==> config.mk <==
export PLATFORM = sky130hd
export DESIGN_NAME = adma_chan
export DESIGN_NICKNAME = d
export VERILOG_FILES = /design/src/rtl/adma_pkg.sv /design/src/rtl/adma_regs.sv /design/src/rtl/adma_engine.sv /design/src/rtl/adma_chan.sv
export SDC_FILE = /design/constraint.sdc
export NUM_CORES = 1
export LEC_CHECK = 0
export ABC_AREA = 1
export BUFFER_PORTS_ARGS = -buffer_cell sky130_fd_sc_hd__buf_2
export CAP_MARGIN = 0
export CORE_MARGIN = 1
export CORE_UTILIZATION = 45
export DETAILED_ROUTE_END_ITERATION = 7
export GPL_ROUTABILITY_DRIVEN = 0
export HOLD_SLACK_MARGIN = 0.1
export MAX_ROUTING_LAYER = met4
export PLACE_DENSITY = 0.65
export SYNTH_ARGS = -nofsm -noshare
export SYNTH_HDL_FRONTEND = slang
export SYNTH_HIERARCHICAL = 1
export SYNTH_SLANG_ARGS = --single-unit
==> constraint.sdc <==
create_clock -name clk -period 2.8 [get_ports clk]
set_input_delay 0.14 -clock clk [delete_from_list [all_inputs] [get_ports clk]]
set_output_delay 0.14 -clock clk [all_outputs]
set_load 0.02 [all_outputs]
==> src/rtl/adma_pkg.sv <==
package adma_pkg;
  localparam int ADDR_W = 32;
  localparam int LEN_W  = 16;
  localparam int D_IOC  = 31;
  localparam int D_BUP  = 30;

  typedef enum logic [2:0] {
    ST_HALT, ST_FADDR, ST_FCTL, ST_FLEN, ST_XFER
  } adma_st_e;

  typedef struct packed {
    logic fe;
    logic bc;
    logic lvb;
  } adma_evt_t;
endpackage

==> src/rtl/adma_regs.sv <==
module adma_regs
  import adma_pkg::*;
#(
  parameter int IDX_W = 5
) (
  input  logic              clk,
  input  logic              rst_n,
  input  logic              reg_wr,
  input  logic [1:0]        reg_word,
  input  logic [3:0]        reg_be,
  input  logic [31:0]       reg_wdata,
  output logic [31:0]       reg_rdata,
  input  logic [IDX_W-1:0]  civ,
  input  logic [LEN_W-1:0]  remaining,
  input  logic              halted,
  input  adma_evt_t         evt,
  output logic [ADDR_W-1:0] base,
  output logic [IDX_W-1:0]  lvi,
  output logic              run,
  output logic              rr_pend,
  output logic              irq
);
  logic [ADDR_W-1:0] base_q, base_d;
  logic [IDX_W-1:0]  lvi_q, lvi_d, piv;
  logic [2:0]        stat_q, stat_d, clr;
  logic [2:0]        en_q, en_d;
  logic              run_q, run_d, rr_q, rr_d;
  logic              wr0, wr1, wr2, base_en, lvi_en;
  logic [15:0]       sr;
  logic [7:0]        cr;

  assign wr0 = reg_wr && (reg_word == 2'd0);
  assign wr1 = reg_wr && (reg_word == 2'd1);
  assign wr2 = reg_wr && (reg_word == 2'd2) && reg_be[3];
  assign base_en = wr0 || rr_q;
  assign lvi_en  = (wr1 && reg_be[1]) || rr_q;
  assign clr = (wr1 && reg_be[2]) ? reg_wdata[20:18] : 3'b000;

  always_comb begin
    base_d = base_q;
    lvi_d  = lvi_q;
    stat_d = (stat_q & ~clr) | evt;
    en_d   = en_q;
    run_d  = run_q;
    rr_d   = 1'b0;
    if (rr_q) begin
      base_d = '0;
      lvi_d  = '0;
      stat_d = '0;
      run_d  = 1'b0;
    end
    if (wr0) begin
      for (int b = 0; b < 4; b++)
        if (reg_be[b]) base_d[8*b +: 8] = reg_wdata[8*b +: 8];
    end
    base_d[2:0] = 3'b000;
    if (wr1 && reg_be[1]) lvi_d = reg_wdata[8 +: IDX_W];
    if (wr2) begin
      en_d  = reg_wdata[28:26];
      rr_d  = reg_wdata[25];
      run_d = reg_wdata[24];
    end
  end

  always_ff @(posedge clk or negedge rst_n) begin
    if (!rst_n) begin
      base_q <= '0;
      lvi_q  <= '0;
      stat_q <= '0;
      en_q   <= '0;
      run_q  <= 1'b0;
      rr_q   <= 1'b0;
    end else begin
      if (base_en) base_q <= base_d;
      if (lvi_en)  lvi_q  <= lvi_d;
      stat_q <= stat_d;
      en_q   <= en_d;
      run_q  <= run_d;
      rr_q   <= rr_d;
    end
  end

  assign piv = civ + 1'b1;
  assign sr  = {11'd0, stat_q, (civ == lvi_q), halted};
  assign cr  = {3'b000, en_q, rr_q, run_q};

  always_comb begin
    case (reg_word)
      2'd0:    reg_rdata = base_q;
      2'd1:    reg_rdata = {sr, 8'(lvi_q), 8'(civ)};
      2'd2:    reg_rdata = {cr, 8'(piv), remaining};
      default: reg_rdata = '0;
    endcase
  end

  // en_q = {completion, fifo error, last valid}; stat_q = {fifo error, completion, last valid}
  assign irq = (stat_q[1] & en_q[2]) | (stat_q[2] & en_q[1]) | (stat_q[0] & en_q[0]);

  assign base    = base_q;
  assign lvi     = lvi_q;
  assign run     = run_q;
  assign rr_pend = rr_q;
endmodule

==> src/rtl/adma_engine.sv <==
module adma_engine
  import adma_pkg::*;
#(
  parameter int IDX_W = 5
) (
  input  logic              clk,
  input  logic              rst_n,
  input  logic              run,
  input  logic              rr,
  input  logic [ADDR_W-1:0] base,
  input  logic [IDX_W-1:0]  lvi,
  input  logic              smp_tick,
  output logic              mem_rd,
  output logic [ADDR_W-1:0] mem_addr,
  input  logic [31:0]       mem_rdata,
  output logic              smp_vld,
  output logic [31:0]       smp_data,
  output logic [IDX_W-1:0]  civ,
  output logic [LEN_W-1:0]  remaining,
  output logic              halted,
  output adma_evt_t         evt
);
  adma_st_e          st_q, st_d;
  logic [IDX_W-1:0]  civ_q, civ_d;
  logic [ADDR_W-1:0] ptr_q, ptr_d, fetch_addr;
  logic [LEN_W-1:0]  rem_q, rem_d;
  logic              done_q, done_d, ioc_q, ioc_d, bup_q, bup_d;
  logic              mem_q, mem_d, vld_q, vld_d;
  logic [31:0]       fill_q, fill_d, last_q, last_d, prev_smp;
  logic              complete, ioc_now, streaming;

  assign fetch_addr = base + ADDR_W'({civ_q, 3'b000});
  assign streaming  = (st_q == ST_XFER) && run;
  assign prev_smp   = mem_q ? mem_rdata : last_q;

  always_comb begin
    st_d = st_q; civ_d = civ_q; ptr_d = ptr_q; rem_d = rem_q;
    done_d = done_q; ioc_d = ioc_q; bup_d = bup_q;
    fill_d = fill_q; last_d = last_q;
    mem_d = 1'b0; vld_d = smp_tick;
    mem_rd = 1'b0; mem_addr = '0; evt = '0;
    complete = 1'b0; ioc_now = ioc_q;
    case (st_q)
      ST_HALT: begin
        if (run && !done_q) st_d = ST_FADDR;
        else if (run && done_q && (lvi != civ_q)) begin
          civ_d  = civ_q + 1'b1;
          done_d = 1'b0;
          st_d   = ST_FADDR;
        end
      end
      ST_FADDR: begin
        mem_rd = 1'b1; mem_addr = fetch_addr; st_d = ST_FCTL;
      end
      ST_FCTL: begin
        mem_rd = 1'b1; mem_addr = fetch_addr + 32'd4;
        ptr_d = {mem_rdata[ADDR_W-1:2], 2'b00};
        st_d = ST_FLEN;
      end
      ST_FLEN: begin
        ioc_d = mem_rdata[D_IOC]; bup_d = mem_rdata[D_BUP];
        ioc_now = mem_rdata[D_IOC];
        rem_d = mem_rdata[LEN_W-1:0];
        if (mem_rdata[LEN_W-1:0] == '0) complete = 1'b1;
        else st_d = ST_XFER;
      end
      ST_XFER: begin
        if (smp_tick && run) begin
          mem_rd = 1'b1; mem_addr = ptr_q;
          ptr_d = ptr_q + 32'd4;
          rem_d = rem_q - 1'b1;
          mem_d = 1'b1;
          if (rem_q == LEN_W'(1)) complete = 1'b1;
        end
      end
      default: st_d = ST_HALT;
    endcase
    if (complete) begin
      evt.bc = ioc_now;
      if (civ_q == lvi) begin
        st_d = ST_HALT; done_d = 1'b1; evt.lvb = 1'b1;
      end else begin
        civ_d = civ_q + 1'b1; st_d = ST_FADDR;
      end
    end
    if (mem_q) last_d = mem_rdata;
    if (smp_tick && !streaming) begin
      evt.fe = 1'b1;
      fill_d = bup_q ? prev_smp : 32'd0;
    end
    if (rr) begin
      st_d = ST_HALT; civ_d = '0; ptr_d = '0; rem_d = '0;
      done_d = 1'b0; ioc_d = 1'b0; bup_d = 1'b0;
      last_d = '0; fill_d = '0; evt = '0;
    end
  end

  always_ff @(posedge clk or negedge rst_n) begin
    if (!rst_n) begin
      st_q <= ST_HALT; civ_q <= '0; ptr_q <= '0; rem_q <= '0;
      done_q <= 1'b0; ioc_q <= 1'b0; bup_q <= 1'b0;
      mem_q <= 1'b0; vld_q <= 1'b0; fill_q <= '0; last_q <= '0;
    end else begin
      st_q <= st_d; civ_q <= civ_d; ptr_q <= ptr_d; rem_q <= rem_d;
      done_q <= done_d; ioc_q <= ioc_d; bup_q <= bup_d;
      mem_q <= mem_d; vld_q <= vld_d; fill_q <= fill_d; last_q <= last_d;
    end
  end

  assign smp_vld   = vld_q;
  assign smp_data  = mem_q ? mem_rdata : fill_q;
  assign civ       = civ_q;
  assign remaining = rem_q;
  assign halted    = (st_q == ST_HALT);
endmodule

==> src/rtl/adma_chan.sv <==
module adma_chan
  import adma_pkg::*;
#(
  parameter int NUM_DESC = 32
) (
  input  logic        clk,
  input  logic        rst_n,
  input  logic        reg_wr,
  input  logic [1:0]  reg_word,
  input  logic [3:0]  reg_be,
  input  logic [31:0] reg_wdata,
  output logic [31:0] reg_rdata,
  output logic        irq,
  output logic        mem_rd,
  output logic [31:0] mem_addr,
  input  logic [31:0] mem_rdata,
  input  logic        smp_tick,
  output logic        smp_vld,
  output logic [31:0] smp_data
);
  localparam int IDX_W = $clog2(NUM_DESC);

  logic [ADDR_W-1:0] base;
  logic [IDX_W-1:0]  lvi, civ;
  logic [LEN_W-1:0]  remaining;
  logic              run, rr_pend, halted;
  adma_evt_t         evt;

  adma_regs #(.IDX_W(IDX_W)) u_regs (
    .clk(clk), .rst_n(rst_n), .reg_wr(reg_wr), .reg_word(reg_word),
    .reg_be(reg_be), .reg_wdata(reg_wdata), .reg_rdata(reg_rdata),
    .civ(civ), .remaining(remaining), .halted(halted), .evt(evt),
    .base(base), .lvi(lvi), .run(run), .rr_pend(rr_pend), .irq(irq)
  );

  adma_engine #(.IDX_W(IDX_W)) u_engine (
    .clk(clk), .rst_n(rst_n), .run(run), .rr(rr_pend), .base(base),
    .lvi(lvi), .smp_tick(smp_tick), .mem_rd(mem_rd), .mem_addr(mem_addr),
    .mem_rdata(mem_rdata), .smp_vld(smp_vld), .smp_data(smp_data),
    .civ(civ), .remaining(remaining), .halted(halted), .evt(evt)
  );
endmodule

==> reports/metrics.yaml, run 1 <==
detailed_routing:
  totalWireLength_um: 41200
  vias: 13400
  highest_layer: "met4"
  wl_met3_um: 3100
  first_pass_iters: 5
  via_per_inst: 5.57
  drcViolationCount: 0
  wl_per_cell_um: 17.1
  wl_met1_um: 18200
  wl_met2_um: 18800
  drtIter0Drc: 1578
  ant_nets: 0
clocking:
  htree_levels: 4
  cts_made_buffers: 17
  clkSinkCount: 165
  clk_path_buf_depth: 2
  clock_tree.root_cell: "clkbuf_16"
  clk_latency_ns: 0.44
  cts_tree: "done"
  clk_pin_slew_ns: 0.07
synthesis:
  yosys.area.top_type: "dfrtp_1"
  async_flop_share_pct: 100
  yosys-top-cells-area: "dfrtp_1 35%, nand2_1 16%, inv_1 8.4%"
  yosys_warnings: 6
  syn_area_um2: 11900
  syn_area_per_cell_um2: 6.54
  yosysMostFrequentCell: "nand2_1"
  synth_common_cells: "513 x nand2_1, 268 x inv_1, 183 x nand3_1, 165 x dfrtp_1, 152 x o21ai_0"
  ys_seq_area_share_pct: 34.6
  synthDistinctLibCells: 50
  netlist_instances: 1824
  synth_top_flop_cell: "dfrtp_1"
  synth-seq-cells: 165
  synth-edff-count: 0
  synth_top_area_share_pct: 34.6
floorplan:
  die_w_um: 165
  initial_core_util_pct: 45.8
  die_area_um2: 27200
  die_h_um: 165
  rows: 59
  core-area_um2: 26100
  io_pins: 173
timing:
  whs_ns: 0.125
  clock_skew_ns: 0.0123
  drv_slew: 0
  max-slew-margin-rel_pct: 45.0
  rsz0062_at_grt: "true"
  post-route-period-util_pct: 97.3
  finalSetupViolCount: 0
  min_period_ns: 2.73
  worst_slew_pin_slew_ns: 0.824
  max_freq_mhz: 367
  hold_viol_final: 0
critical_path:
  cp_slowest_stage_delay_ns: 0.44
  path_delay_family: "simple AND/OR/NAND/NOR gates"
  crit_fanout: 5
  cp_cell_sequence: "ha_4, nand2_1, inv_1, nand2_1, nand2_1, nand2_1, nand2_1, nand2_1, nand2_2, nand2_1, o211ai_1, o221ai_1, buf_4"
  cpMostUsedCell: "nand2_1"
  crit_type: "reg2out"
  critical_path_required_ns: 2.66
  cp_num_buf_inv: 2
  worstSetupEndpointType: "output pin"
  critPathSlowestCell: "dfrtp_1"
  cp.arrival_ns: 2.59
  cp-start-kind: "flip-flop"
placement:
  dp.cells: 2292
  dp_hpwl_um: 29900
  port_buffers: 167
global_route:
  grt_pass1_wl_um: 64700
  grt_max_degree: 71
  track_usage_pct: 31.6
  overflow: 0
  grt_pass1_vias: 12100
  antenna_found_initial: 2
power:
  power_per_cell_area_nw_per_um2: 801
  p_total_mw: 11.8
  power.leakage_nw: 7.48
  peakVddDrop_mv: 0.419
final_layout:
  layout-drive-gt1-share_pct: 16.9
  syn_to_final_growth_pct: 23.9
  nets: 2145
  final_cells: 2409
hold_path:
  hold_class: "in2reg"
run_status:
  status: "finished clean"
run:
  drv_cap: 0
[where the power goes]
| part | switching, mW | internal [mW] |
|---|---|---|
| registers | 0.778 | 3.14 |
| logic | 3.62 | 1.75 |
| clock network | 1.17 | 1.38 |
| total | 5.57 | 6.27 |
[registers in the layout, summed over array words and instances, names as in the netlist, 3 cells and up]
signal / cells
u_engine/fill_q: 32
u_engine/last_q: 32
u_engine/ptr_q: 30
u_regs/base: 29
u_engine/remaining: 16
u_engine/civ: 5
u_regs/lvi: 5
u_engine/st_q: 3
u_regs/en_q: 3
u_regs/stat_q: 3
[cell type report]
| class | count | area [µm²] |
|---|---|---|
| flip-flops and latches | 165 | 4130 |
| clock inverters | 15 | 210 |
| inverters | 285 | 1070 |
| multi-input cells | 1311 | 6600 |
| clock buffers | 17 | 425 |
| well taps | 335 | 419 |
| repair buffers | 279 | 1910 |
| fillers | 2521 | 11300 |
| diodes | 2 | 5.00 |
[path summary, 6_finish.rpt]
kind / slack, ns / cells after the start / start / to
min reg2reg: 0.53 / 2 / u_regs/en_q[2] / u_regs/en_q[2]
max: 0.07 / 13 / u_regs/base[7] / mem_addr[13]
max reg2reg: 0.37 / 9 / u_engine/st_q[2] / u_engine/ptr_q[9]
min: 0.13 / 5 / reg_be[1] / u_regs/base[14]
max in group asynchronous: 1.72 / 3 / rst_n / u_engine/fill_q[29]
min in group asynchronous: 0.31 / 2 / rst_n / u_regs/en_q[2]
[per-layer routing]
metal | track usage (%) | vias to the layer above
met3 | 4.45 | 103
met4 | 9.88 | 0
met2 | 48.1 | 637
li1 | - | 6383
met1 | 43.3 | 6307
met5 | - | -
[cells by family after synthesis]
logic type / after synthesis / share of synthesized area, %
buf+inv: 350 / 11.4
simple gates: 976 / 36.7
xor+xnor: 27 / 1.98
flops: 165 / 34.6
compound gates: 293 / 14.0
other cells: 1 / 0.0314
fa+ha+maj: 12 / 1.32
[repair_timing]
item,in CTS,in global routing
pin swaps,1,8
gates resized for setup,3,37
setup buffers,2,6
hold buffers,75,0
hold endpoints to repair,158,0
endpoints found under the setup margin,7,27
[tightest hold or removal path: cells and delay by family]
family	cells	cell delay, ns
buffers and inverters	1	0.13
and+or+nand+nor	3	0.18
AOI/OAI and AO/OA	1	0.05
[stage by stage]
stage	utilization (%)	area [µm²]	setup WS (ns)	TNS [ns]
after floorplan	-	11900	0.535	0
after global placement	50.5	13200	0.334	0
after detailed placement	50.5	13200	0.297	0
after CTS	55.9	14600	0.0250	0
after global routing	56.7	14800	-0.0613	-0.173
final	56.7	14800	0.0746	0
[cell usage in the layout (no fill, tap or decap), types with 12 or more instances in the layout]
cell           instances
nand3_1              182
buf_4                 39
inv_1                267
nand2_1              506
nor2_1               132
a21oi_1               56
dfrtp_1              162
dlygate4sd3_1         75
o221ai_1              14
nand2_2               35
nor3_1                19
inv_2                 15
clkbuf_16             17
nor2_2                12
o21ai_0              152
o22ai_1               17
xor2_1                23
buf_2                161
nor2_4                13
a22oi_1               13
nand4_1               39
No activity file was read; power rests on OpenSTA's default activity.
==> run 2, diff against run 1 <==
--- a/config.mk
+++ b/config.mk
@@ -14,8 +14,7 @@
 export GPL_ROUTABILITY_DRIVEN = 0
 export HOLD_SLACK_MARGIN = 0.1
 export MAX_ROUTING_LAYER = met4
-export PLACE_DENSITY = 0.65
+export PLACE_DENSITY = 0.66
 export SYNTH_ARGS = -nofsm -noshare
 export SYNTH_HDL_FRONTEND = slang
-export SYNTH_HIERARCHICAL = 1
 export SYNTH_SLANG_ARGS = --single-unit
==> run 2 against run 1 <==
Compared with the run above:
- clock skew increased by 0.0014 ns
- non-clock buffer count decreased by 25
- core utilization decreased by 0.26 points
==> reports/metrics.yaml, run 2 <==
run_status:
  status: "finished clean"
detailed_routing:
  via_per_inst: 5.45  # -2.3%
  vias: 11200  # -17%
  drtIter0Drc: 980  # -38%
  first_pass_iters: 6  # +1
  drcViolationCount: 0  # unchanged
  wl_per_cell_um: 16.8  # -1.5%
  totalWireLength_um: 34700  # -16%
  ant_nets: 0  # unchanged
final_layout:
  layout-drive-gt1-share_pct: 16.2  # -0.70 points
  ff_latch_area_um2: 4130  # unchanged
  diodes: 0  # -2
  multiInputGateArea_um2: 5270  # -20%
  layout_commonest_cell: "nand2_1"
  nets: 1844  # -14%
  postLayoutCoreUtil_pct: 56.5  # -0.26 points
  largestRegisters: "u_engine.fill_q: 32 flops, u_engine.last_q: 32 flops, u_engine.ptr_q: 30 flops"
  final_cell_mix: "450 x nand2_1, 195 x inv_1, 165 x buf_2"
  nFillCells: 2253  # -11%
  syn_to_final_growth_pct: 22.7
synthesis:
  async_flop_share_pct: 100  # unchanged
  yosys-top-cells-area: "dfrtp_1 40%, nand2_1 16%, inv_1 7.0%"
  yosys_warnings: 0  # -6
  synth_top_area_share_pct: 39.5  # +4.9 points
  synth-seq-cells: 165  # unchanged
  netlist_instances: 1547  # -15%
  synth_top_flop_cell: "dfrtp_1"
  synth_common_cells: "453 x nand2_1, 196 x inv_1, 165 x dfrtp_1, 148 x nor2_1, 141 x nand3_1"
  syn_area_per_cell_um2: 6.76  # +3.3%
  yosysMostFrequentCell: "nand2_1"
  synth-edff-count: 0  # unchanged
  synthDistinctLibCells: 43  # -14%
  ys_seq_area_share_pct: 39.5  # +4.9 points
  yosys.area.top_type: "dfrtp_1"
  syn_area_um2: 10500  # -12%
placement:
  dp_hpwl_um: 25500  # -15%
  port_buffers: 167  # unchanged
global_route:
  grt_busiest_layer: "met2"
  grt_util_met3_pct: 3.84  # -0.61 points
  antenna_found_initial: 0  # -2
  met2_usage_pct: 47.4  # -0.75 points
  track_usage_pct: 30.5  # -1.1 points
  met1_usage_pct: 41.6  # -1.7 points
  overflow: 0  # unchanged
  grt_pass1_vias: 10400  # -14%
  grt_pass1_wl_um: 54800  # -15%
  grt_max_degree: 58  # -18%
floorplan:
  die_h_um: 154  # -6.3%
  die_area_um2: 23800  # -12%
  die_w_um: 154  # -6.3%
  rows: 55  # -6.8%
  core-area_um2: 22700  # -13%
  io_pins: 173  # unchanged
  initial_core_util_pct: 46.0  # +0.23 points
critical_path:
  crit_type: "reg2out"
  cp-start-kind: "flip-flop"
  worstSetupEndpointType: "output pin"
  cp.arrival_ns: 2.50  # -0.09 ns
  critical_path_required_ns: 2.66  # about the same
  crit_fanout: 7  # +2
timing:
  min_period_ns: 2.64  # -0.0839 ns
  max-slew-margin-rel_pct: 49.6  # +4.6 points
  drv_slew: 0  # unchanged
  finalSetupTns_ns: 0  # unchanged
  finalSetupViolCount: 0  # unchanged
  hold_viol_final: 0  # unchanged
  clock_skew_ns: 0.0137  # +0.00141 ns
  rsz0062_at_grt: "false"
  worst_slew_pin_slew_ns: 0.755  # -0.0694 ns
  whs_ns: 0.107  # -0.0183 ns
  max_freq_mhz: 379  # +3.2%
  post-route-period-util_pct: 94.3  # -3.0 points
hold_path:
  hold_class: "in2reg"
clocking:
  cts_made_buffers: 17  # unchanged
  clk_pin_slew_ns: 0.08  # about the same
  cts_tree: "done"
  clock_tree.root_cell: "clkbuf_16"
  htree_levels: 4  # unchanged
  clk_path_buf_depth: 2  # unchanged
  clkSinkCount: 165  # unchanged
  clk_latency_ns: 0.44  # about the same
power:
  p_sw_mw: 5.13  # -7.9%
  power_per_cell_area_nw_per_um2: 863  # +7.8%
  peakVddDrop_mv: 0.377  # -10%
  power.share.switching_pct: 46.3  # -0.70 points
  power.leakage_nw: 6.55  # -12%
  power_frac_seq_pct: 35.3  # +2.2 points
  clock_power_share_pct: 21.4  # about the same
  internal_power_mw: 5.94  # -5.3%
  combPwrFrac_pct: 43.3  # -2.1 points
run:
  drv_cap: 0  # unchanged
[run 2: changes by cell type after synthesis, sizes merged, moves of 6 or more]
cell / before / now
o31ai: 0 / 6
buf: 24 / 46
nand2: 546 / 464
a22oi: 13 / 3
o221ai: 17 / 8
clkbuf: 41 / 15
nand4: 39 / 17
xor2: 24 / 9
nand3: 189 / 144
inv: 283 / 208
o22ai: 18 / 29
nor4: 11 / 0
o21ai: 163 / 169
[run 2: metal layers]
metal	routed length (µm)	part of all wire [%]
met5	0	0
met4	769	2.2
met3	2120	6.1
met2	16000	46
met1	15800	45
[run 2: power groups by stage]
stage / Sequential (mW) / Combinational (mW) / Clock [mW]
6_report: 3.91 / 4.79 / 2.37
2_1_floorplan: 3.67 / 3.33 / 0
5_1_grt: 3.99 / 5.33 / 2.49
4_1_cts: 3.89 / 4.71 / 2.40
3_3_place_gp: 3.90 / 4.54 / 0
3_5_place_dp: 3.93 / 4.60 / 0
[run 2: logic make-up (layout without fill, tap and decap cells)]
family / count (synthesis) / count (layout) / share of synthesized area [%]
compound gates: 275 / 275 / 14.5
other cells: 1 / 2 / 0.0359
fa+ha+maj: 10 / 10 / 1.27
buf+inv: 269 / 494 / 10.5
flops: 165 / 165 / 39.5
mux: 1 / 1 / 0.108
simple gates: 816 / 816 / 33.2
xor+xnor: 10 / 10 / 0.838
[run 2: cell type report]
class | count | share of cell area, %
inverters | 208 | 6.14
multi-input cells | 1114 | 41.1
repair buffers | 254 | 13.1
clock buffers | 18 | 3.43
well taps | 285 | 2.78
clock inverters | 14 | 1.25
flip-flops and latches | 165 | 32.2
[run 2: per-stage QoR]
step / area [µm²] / setup WS (ns) / total power [mW] / cells
2_1_floorplan: 10500 / 0.679 / 7.00 / 1548
3_3_place_gp: 11500 / 0.288 / 8.44 / 1958
3_5_place_dp: 11500 / 0.261 / 8.53 / 1958
4_1_cts: 12800 / 0.00132 / 11.0 / 2053
5_1_grt: 12800 / 0.0136 / 11.8 / 2058
6_report: 12800 / 0.159 / 11.1 / 2058
[run 2: worst max-delay path, stage by stage (launching register included)]
cell,delay [ns]
dfrtp_1,0.45
ha_1,0.41
nand2_1,0.12
nor2_2,0.11
nand2_1,0.09
o21ai_4,0.23
buf_4,0.16
a21oi_1,0.05
o21ai_0,0.07
o21ai_0,0.16
buf_2,0.21
[run 2: worst paths after layout]
check                                         start                   to  slack, ns  cells after the start
worst max register to register     u_engine.st_q[1]    u_engine.ptr_q[4]       0.65                      8
worst min-delay path                   mem_rdata[3]   u_engine.last_q[3]       0.11                      5
worst min register to register  u_engine.fill_q[31]  u_engine.fill_q[31]       0.51                      2
min in group asynchronous                     rst_n       u_regs.base[7]       0.23                      2
max in group asynchronous                     rst_n      u_engine.civ[2]       1.64                      3
worst max-delay path                u_engine.civ[4]         mem_addr[14]       0.16                     10
[run 2: what timing repair did]
item	CTS	global route
gates resized for setup	9	10
hold buffers	63	0
gates cloned	0	0
setup endpoints to repair	11	22
pin swaps	0	1
endpoints found under the hold margin	133	0
buffers inserted	0	5
==> run 3, diff against run 2 <==
--- a/config.mk
+++ b/config.mk
@@ -15,6 +15,7 @@
 export HOLD_SLACK_MARGIN = 0.1
 export MAX_ROUTING_LAYER = met4
 export PLACE_DENSITY = 0.66
+export REMOVE_ABC_BUFFERS = 1
 export SYNTH_ARGS = -nofsm -noshare
 export SYNTH_HDL_FRONTEND = slang
 export SYNTH_SLANG_ARGS = --single-unit
==> run 3 against run 2 <==
Compared with the run above:
- non-clock buffer count grew 1
- routed wire length rose by 2.9%
- clock skew is 0.00086 ns lower
- sequential share of layout area shrank 0.12 points
- register-to-register slack got worse by 0.39 ns
- fmax shrank 0.83%
- flip-flop and latch count did not move
- combinational power rose by 2%
- count of clock-buffer cells in the layout is 1 lower
- die area unchanged
- global-route usage increased by 0.80 points
- critical endpoint is now mem_addr[22]
- largest cell class unchanged
- largest power group unchanged
==> reports/metrics.yaml, run 3 (synthesis gave the netlist of run 2 again) <==
timing:
  min_period_ns: 2.66  # +0.0221 ns
  finalSetupViolCount: 0  # unchanged
  clock_skew_ns: 0.0128  # -0.000857 ns
  setup_ws_ns: 0.136  # -0.0221 ns
  post-route-period-util_pct: 95.1  # +0.79 points
  rsz0062_at_grt: "false"
  hold_viol_final: 0  # unchanged
  drv_slew: 0  # unchanged
  worst_slew_pin_slew_ns: 0.746  # -0.00842 ns
  whs_ns: 0.119  # +0.0127 ns
  finalSetupTns_ns: 0  # unchanged
  max_freq_mhz: 375  # -0.83%
  max-slew-margin-rel_pct: 50.2  # +0.54 points
critical_path:
  crit_type: "reg2out"
  r2r_cells: 9  # +1
  critPathSlowestCell: "dfrtp_1"
  crit_fanout: 13  # +6
  cp_num_buf_inv: 2  # unchanged
  cpMostUsedCell: "nand2_1"
  cp.arrival_ns: 2.52  # +0.02 ns
  critical_path_required_ns: 2.66  # about the same
  cp-start-kind: "flip-flop"
  path_delay_family: "simple AND/OR/NAND/NOR gates"
  worstSetupEndpointType: "output pin"
  cp_slowest_stage_delay_ns: 0.46  # about the same
  worstReg2RegStart: "u_engine.st_q[1]"
  cp_cell_sequence: "ha_1, nand2_1, nor2_2, nand2_1, o21ai_4, buf_12, nand2_1, nand2_1, nand2_1, o22ai_1, buf_2"
  crit_start: "u_engine.civ[4]"
  cp_num_cells: 11  # +1
detailed_routing:
  ant_nets: 0  # unchanged
  first_pass_iters: 8  # +2
  via_per_inst: 5.46  # +0.27%
  drcViolationCount: 0  # unchanged
  totalWireLength_um: 35700  # +2.9%
  drtIter0Drc: 1083  # +11%
  wl_per_cell_um: 17.3  # +2.9%
  vias: 11200  # +0.27%
hold_path:
  min_from: "reg_be[0]"
  min_delay_path_depth: 4  # -1
  hold_class: "in2reg"
clocking:
  clk_pin_slew_ns: 0.08  # about the same
  cts_made_buffers: 17  # unchanged
  clk_latency_ns: 0.45  # about the same
  cts_tree: "done"
  htree_levels: 4  # unchanged
  clk_path_buf_depth: 2  # unchanged
  clock_tree.root_cell: "clkbuf_16"
  clkSinkCount: 165  # unchanged
floorplan:
  die_area_um2: 23800  # unchanged
  die_h_um: 154  # unchanged
  rows: 55  # unchanged
  initial_core_util_pct: 46.0  # unchanged
  core-area_um2: 22700  # unchanged
  io_pins: 173  # unchanged
  die_w_um: 154  # unchanged
global_route:
  grt_max_degree: 67  # +16%
  grt_pass1_vias: 10600  # +1.5%
  overflow: 0  # unchanged
  track_usage_pct: 31.3  # +0.80 points
  grt_pass1_wl_um: 56500  # +3.0%
  antenna_found_initial: 0  # unchanged
final_layout:
  layout-drive-gt1-share_pct: 16.1  # -0.11 points
  post-route-cell-area_um2: 12900  # +0.41%
  final_cell_mix: "449 x nand2_1, 196 x inv_1, 164 x buf_2"
  largestRegisters: "u_engine.fill_q: 32 flops, u_engine.last_q: 32 flops, u_engine.ptr_q: 30 flops"
  syn_to_final_growth_pct: 23.2
  nets: 1845  # +0.054%
  layout_commonest_cell: "nand2_1"
  diodes: 0  # unchanged
placement:
  dp_hpwl_um: 25300  # -0.77%
  port_buffers: 167  # unchanged
  pre_cts_slack_ns: 0.351  # +0.0897 ns
  place_area_um2: 11500  # -0.13%
power:
  peakVddDrop_mv: 0.427  # +13%
  power_per_cell_area_nw_per_um2: 876  # +1.4%
  power.leakage_nw: 6.56  # +0.20%
run_status:
  status: "finished clean"
run:
  drv_cap: 0  # unchanged
==> run 3: cell count changes in the layout (fill, tap and decap cells not counted), sizes merged <==
cell	before	now
buf	191	188
bufinv	0	2
clkbuf	18	17
clkinv	6	4
clkinvlp	3	2
dlygate4sd3	63	67
inv	213	214
==> run 3: worst paths after layout <==
| kind | endpoint | slack [ns] |
|---|---|---|
| max in group asynchronous | u_engine.ptr_q[22] | 1.76 |
| worst min-delay path | u_regs.base[6] | 0.12 |
| worst max register to register | u_engine.ptr_q[16] | 0.26 |
| worst max-delay path | mem_addr[22] | 0.14 |
| min in group asynchronous | u_regs.en_q[0] | 0.26 |
| worst min register to register | u_engine.fill_q[23] | 0.51 |
==> run 3: final cells by class <==
cell class | count | area [µm²]
fill | 2240 | 9830
multi-input combinational | 1114 | 5290
sequential | 165 | 4130
timing repair buffer | 255 | 1720
inverter | 208 | 783
clock buffer | 17 | 425
tap | 285 | 357
clock inverter | 14 | 170
==> run 3: tightest hold or removal path: stages <==
cell and delay (ns):
buf_2 0.07, nand2_1 0.16, nand3_1 0.11, nand2_1 0.05
==> run 3: repair_timing <==
action,CTS,global route
gates resized for setup,8,15
endpoints found under the setup margin,13,19
setup buffers,1,3
hold endpoints to repair,154,0
hold buffers,67,0
pin swaps,1,2
==> run 3: metrics by stage <==
step	power, mW	instances	utilization (%)
6_report	11.3	2058	56.7
5_1_grt	12.0	2058	56.7
4_1_cts	11.1	2055	56.3
3_5_place_dp	8.54	1956	50.6
3_3_place_gp	8.44	1956	50.6
2_1_floorplan	6.86	1487	-
==> run 3: report_power, final <==
group | switching (mW) | internal, mW | leakage [nW]
sequential | 0.749 | 3.17 | 2.11
combinational | 3.30 | 1.57 | 4.16
clock | 1.14 | 1.34 | 0.289
==> run 3: routing by layer <==
layer	share of wire, %	track usage (%)	vias to the layer above
met5	0	-	-
met2	45	47.4	487
met4	3.3	12.1	0
met1	44	42.3	5265
li1	-	-	5413
met3	7.8	4.71	74
